`src/rtl/pps_stamp_pkg.sv`:
```
package pps_stamp_pkg;

  typedef struct packed {
    logic rise;
    logic fall;
  } edge_t;

  function automatic logic any_edge(input edge_t e);
    return e.rise | e.fall;
  endfunction

endpackage

```
`src/rtl/edge_sync.sv`:
```
module edge_sync #(
  parameter int STAGES = 2
) (
  input  logic                 clk,
  input  logic                 rst_n,
  input  logic                 d_i,
  output logic                 lvl_o,
  output pps_stamp_pkg::edge_t edge_o
);
  localparam int LAST = STAGES - 1;

  logic [STAGES-1:0] sh_q;
  logic [STAGES-1:0] sh_d;
  logic              prev_q;

  genvar g;
  generate
    for (g = 0; g < STAGES; g++) begin : g_stage
      if (g == 0) begin : g_first
        assign sh_d[g] = d_i;
      end else begin : g_rest
        assign sh_d[g] = sh_q[g-1];
      end
    end
  endgenerate

  always_ff @(posedge clk or negedge rst_n) begin
    if (!rst_n) begin
      sh_q   <= '0;
      prev_q <= 1'b0;
    end else begin
      sh_q   <= sh_d;
      prev_q <= sh_q[LAST];
    end
  end

  assign lvl_o       = sh_q[LAST];
  assign edge_o.rise = sh_q[LAST] & ~prev_q;
  assign edge_o.fall = ~sh_q[LAST] & prev_q;
endmodule

```
`src/rtl/subsec_counter.sv`:
```
module subsec_counter #(
  parameter int CNT_W   = 27,
  parameter int MAX_CNT = 125_000_099
) (
  input  logic             clk,
  input  logic             rst_n,
  input  logic             clear_i,
  output logic [CNT_W-1:0] cnt_o,
  output logic             lost_o
);
  localparam logic [CNT_W-1:0] CEIL = CNT_W'(MAX_CNT);

  logic [CNT_W-1:0] cnt_q, cnt_d;
  logic             lost_q, lost_d;
  logic             at_ceil;
  logic             cnt_en;

  assign at_ceil = (cnt_q == CEIL);
  assign cnt_en  = clear_i | ~at_ceil;

  always_comb begin
    cnt_d  = cnt_q;
    lost_d = lost_q;
    if (clear_i) begin
      cnt_d  = '0;
      lost_d = 1'b0;
    end else if (at_ceil) begin
      lost_d = 1'b1;
    end else begin
      cnt_d = cnt_q + 1'b1;
    end
  end

  always_ff @(posedge clk or negedge rst_n) begin
    if (!rst_n) begin
      cnt_q  <= '0;
      lost_q <= 1'b0;
    end else begin
      if (cnt_en) cnt_q <= cnt_d;
      lost_q <= lost_d;
    end
  end

  assign cnt_o  = cnt_q;
  assign lost_o = lost_q;
endmodule

```
`src/rtl/stamp_hold.sv`:
```
module stamp_hold #(
  parameter int CNT_W = 27
) (
  input  logic             clk,
  input  logic             rst_n,
  input  logic             evt_edge_i,
  input  logic             evt_lvl_i,
  input  logic             pps_edge_i,
  input  logic [CNT_W-1:0] cnt_i,
  input  logic             ack_i,
  output logic [CNT_W-1:0] stamp_o,
  output logic             pol_o,
  output logic             prev_o,
  output logic             vld_o,
  output logic             ovr_o
);
  logic [CNT_W-1:0] stamp_q;
  logic             pol_q, prev_q, vld_q, ovr_q;
  logic             vld_d, ovr_d;
  logic             load;

  assign load = evt_edge_i & (~vld_q | ack_i);

  always_comb begin
    vld_d = vld_q;
    ovr_d = ovr_q;
    if (load) begin
      vld_d = 1'b1;
      ovr_d = 1'b0;
    end else if (evt_edge_i) begin
      ovr_d = 1'b1;
    end else if (ack_i) begin
      vld_d = 1'b0;
      ovr_d = 1'b0;
    end
  end

  always_ff @(posedge clk or negedge rst_n) begin
    if (!rst_n) begin
      stamp_q <= '0;
      pol_q   <= 1'b0;
      prev_q  <= 1'b0;
      vld_q   <= 1'b0;
      ovr_q   <= 1'b0;
    end else begin
      if (load) begin
        stamp_q <= cnt_i;
        pol_q   <= evt_lvl_i;
        prev_q  <= pps_edge_i;
      end
      vld_q <= vld_d;
      ovr_q <= ovr_d;
    end
  end

  assign stamp_o = stamp_q;
  assign pol_o   = pol_q;
  assign prev_o  = prev_q;
  assign vld_o   = vld_q;
  assign ovr_o   = ovr_q;
endmodule

```
`src/rtl/pps_event_stamper.sv`:
```
module pps_event_stamper #(
  parameter int CNT_W     = 27,
  parameter int MAX_CNT   = 125_000_099,
  parameter int SYNC_STGS = 2
) (
  input  logic             clk,
  input  logic             rst_n,
  input  logic             pps_i,
  input  logic             evt_i,
  input  logic             ack_i,
  output logic [CNT_W-1:0] stamp_o,
  output logic             stamp_pol_o,
  output logic             stamp_prev_o,
  output logic             stamp_vld_o,
  output logic             overrun_o,
  output logic             pps_lost_o
);
  import pps_stamp_pkg::*;

  logic [1:0] rsync_q;
  logic       rst_sync_n;

  always_ff @(posedge clk or negedge rst_n) begin
    if (!rst_n) rsync_q <= 2'b00;
    else        rsync_q <= {rsync_q[0], 1'b1};
  end
  assign rst_sync_n = rsync_q[1];

  edge_t      pps_e, evt_e;
  logic       pps_lvl, evt_lvl;
  logic       pps_edge, evt_edge;
  logic [CNT_W-1:0] cnt;

  edge_sync #(.STAGES(SYNC_STGS)) u_pps_sync (
    .clk(clk), .rst_n(rst_sync_n), .d_i(pps_i), .lvl_o(pps_lvl), .edge_o(pps_e)
  );

  edge_sync #(.STAGES(SYNC_STGS)) u_evt_sync (
    .clk(clk), .rst_n(rst_sync_n), .d_i(evt_i), .lvl_o(evt_lvl), .edge_o(evt_e)
  );

  assign pps_edge = pps_e.rise;
  assign evt_edge = any_edge(evt_e);

  subsec_counter #(.CNT_W(CNT_W), .MAX_CNT(MAX_CNT)) u_cnt (
    .clk(clk), .rst_n(rst_sync_n), .clear_i(pps_edge), .cnt_o(cnt), .lost_o(pps_lost_o)
  );

  stamp_hold #(.CNT_W(CNT_W)) u_hold (
    .clk(clk), .rst_n(rst_sync_n),
    .evt_edge_i(evt_edge), .evt_lvl_i(evt_lvl), .pps_edge_i(pps_edge),
    .cnt_i(cnt), .ack_i(ack_i),
    .stamp_o(stamp_o), .pol_o(stamp_pol_o), .prev_o(stamp_prev_o),
    .vld_o(stamp_vld_o), .ovr_o(overrun_o)
  );
endmodule

```
`config.mk`:
```
export PLATFORM = sky130hd
export DESIGN_NAME = pps_event_stamper
export DESIGN_NICKNAME = d
export VERILOG_FILES = /design/src/rtl/pps_stamp_pkg.sv /design/src/rtl/edge_sync.sv /design/src/rtl/subsec_counter.sv /design/src/rtl/stamp_hold.sv /design/src/rtl/pps_event_stamper.sv
export SDC_FILE = /design/constraint.sdc
export NUM_CORES = 1
export LEC_CHECK = 0
export ABC_AREA = 1
export BUFFER_PORTS_ARGS = -buffer_cell sky130_fd_sc_hd__clkbuf_2
export CORE_UTILIZATION = 30
export DETAILED_ROUTE_END_ITERATION = 8
export PLACE_DENSITY = 0.46
export SLEW_MARGIN = 20
export SYNTH_ARGS = -nofsm -noshare
export SYNTH_HDL_FRONTEND = slang
export SYNTH_SLANG_ARGS = --single-unit
```
`constraint.sdc`:
```
create_clock -name clk -period 2.55 [get_ports clk]
set_clock_uncertainty 0.05 [all_clocks]
set_input_delay 0 -clock clk [delete_from_list [all_inputs] [get_ports clk]]
set_output_delay 0 -clock clk [all_outputs]
set_load 0.005 [all_outputs]
```
==> metrics.txt <==
WL/cell 12.7 um; clk_lat worst skew 350 ps; number of hold buffers added after CTS 5; Slew @ Worst Pin 701 ps; initial antenna violation count 0; num ports 37; Post-synth EDFFs 0; Max VDD drop 0.000292 V; # DRC 0; post-layout instance count excluding filler cells between 500 and 600; TritonRoute pass-1 iters 4; Num Clock Sinks between 60 and 70; synthesized area 3180 sq um; min-delay worst type input port to register; minimum clock period 1840 ps; Crit Path Max Fanout 6; Max Freq 0.543 GHz; Core Region about 10000 sq um; first-pass GRT wire length approximately 13 mm; Power Dens Cells 638 nW/um^2; via count 2594; post-CTS sizing 0; TritonCTS clock tree done; Port Buf Inserts 36; RSZ-0062 raised after global routing no; YS warnings 0; critical path launch point type register; row count 37; cell taking the most area after synthesis dfrtp_1; gpl congestion 0.850; WP data arrival slightly above 2000 ps; max_slew headroom 0.533; Mapped Nets 408; Clock transition at path regs 80 ps; Detailed Route WL between 7 and 8 mm; Syn Inst Count 402; placed insts 568; largest net degree at the start of global routing 38; MaxCap Viol Count 0; total grt overflow 0; Final #Nets 454; Max clock buf depth 2; Final setup viols 0; Post-DP HPWL 5.53 mm; Synth area leaders dfrtp_1 53%, nand2_1 15%, nor2_1 8.3%; status finished, final reports clean; layout cells sized above 1 0.166; syn avg cell area between 7 and 8 sq um; DR vias/cell 4.40; post-route ant nets 0; Critical Path RT around 2700 ps; count of final hold-check violations 0; Primary FF master, synth dfrtp_1; setup TNS 0 ps; asr flop ratio synth 1.00; worst setup path class register to register; CP Capture Type register; area delta synth->final 19.1%; leakage power total 1.71 nW; antenna cells 0; Synth cell types 24; Die Width between 100 and 150 um; Die H 105 um; Yosys top cell area share 0.527; Seq/Total Area, Yosys 0.527; CTS root buf clkbuf_8; number of global-route vias before repair 2624; max-slew violation count 0; die area between 10000 and 15000 sq um; clock buffer count from CTS 9; GRT Overall Usage 0.152; number of synthesized register bits 67; first-iteration detailed-routing DRC count 114; Final Cycle Share 0.722; htree depth 3; initial core utilization 0.308; Post-CTS Setup Inserts 0
-- Yosys cell counts, types with 2 or more instances --
cell        n
nand2_1   127
nor2_1     70
dfrtp_1    67
inv_1      37
nand3_1    18
o21ai_0    14
o21ai_1    14
a21oi_1     8
nor3_1      6
o21ai_2     6
nand2_2     5
xor2_1      5
buf_6       4
nand4_1     4
clkbuf_1    3
nor2_2      3
nor2_4      3
nand3b_1    2
-- through the flow --
stage / util / setup WS, ps / instance area [sq um] / power [mW] / hold WS, ps
global route: 0.367 / 590 / 3790 / 2.55 / 221
global placement: 0.340 / 719 / 3510 / 1.43 / -261
detailed placement: 0.340 / 720 / 3510 / 1.44 / -260
CTS: 0.367 / 689 / 3790 / 2.46 / 217
floorplan: - / 496 / 3180 / 1.36 / -346
finish: 0.367 / 708 / 3790 / 2.42 / 239
-- cells in the final DEF, fill, tap and decap left out, types with 8 or more instances in the layout --
| master | instances |
|---|---|
| a21oi_1 | 8 |
| nor2_1 | 70 |
| inv_1 | 37 |
| o21ai_1 | 14 |
| clkbuf_8 | 10 |
| o21ai_0 | 14 |
| dfrtp_1 | 66 |
| nand3_1 | 18 |
| clkbuf_2 | 36 |
| nand2_1 | 127 |
-- critical path, stage by stage (launching register included) --
cell and delay (ps):
dfrtp_1 420, ha_1 350, inv_2 100, nor2_2 230, nand2_2 170, nor2_1 180, xor2_1 170, nor2_1 50
-- registers in the layout, summed over array words and instances (netlist names) --
name,count
u_evt_sync.sh_q,2
u_cnt.lost_o,1
u_hold.prev_o,1
u_evt_sync.prev_q,1
u_hold.ovr_o,1
u_hold.pol_o,1
u_hold.vld_o,1
u_hold.stamp_o,27
u_cnt.cnt_o,27
u_pps_sync.prev_q,1
u_pps_sync.sh_q,2
rsync_q,2
-- path summary, 6_finish.rpt --
| kind | startpoint | end | slack [ps] | depth (start not counted) |
|---|---|---|---|---|
| worst min register to register | rsync_q[1]$_DFF_PN0_ | u_pps_sync.sh_q[1]$_DFF_PN0_ | 270 | 0 |
| worst max-delay path | u_cnt.cnt_o[1]$_DFFE_PN0P_ | u_cnt.cnt_o[16]$_DFFE_PN0P_ | 710 | 7 |
| max in group asynchronous | rsync_q[1]$_DFF_PN0_ | u_cnt.cnt_o[11]$_DFFE_PN0P_ | 1530 | 1 |
| min in group asynchronous | rsync_q[1]$_DFF_PN0_ | u_pps_sync.sh_q[1]$_DFF_PN0_ | 270 | 0 |
| worst max register to register | u_cnt.cnt_o[1]$_DFFE_PN0P_ | u_cnt.cnt_o[16]$_DFFE_PN0P_ | 710 | 7 |
| worst min-delay path | pps_i | u_pps_sync.sh_q[0]$_DFF_PN0_ | 240 | 2 |
-- cell families after synthesis --
family                     count (synthesis)  share of synthesized area
xor gates and xnor gates                   6                     0.0189
adders and majority gates                  1                    0.00393
buffers and inverters                     47                     0.0665
AOI/OAI and AO/OA                         42                     0.0732
other                                      1                    0.00118
DFF                                       67                      0.527
and+or+nand+nor                          238                      0.309
-- layer usage --
metal  part of all wire  track usage
met3              0.037       0.0399
met1               0.52        0.210
met5                  0            0
met4              0.020       0.0573
met2               0.42        0.228
-- power by group --
part / internal, mW / total, mW / leakage, nW / switching [mW]
Sequential: 1.12 / 1.19 / 0.901 / 0.0653
Clock: 0.577 / 1.00 / 0.108 / 0.424
Combinational: 0.0849 / 0.227 / 0.697 / 0.142
Total: 1.79 / 2.42 / 1.71 / 0.631
-- final cells by class --
type | count | area, sq um
tap | 136 | 170
multi-input combinational | 288 | 1290
clock buffer | 10 | 138
clock inverter | 6 | 88.8
timing repair buffer | 44 | 278
inverter | 38 | 143
fill | 1097 | 6540
sequential | 67 | 1680
Power figures use the tool's default switching activity.
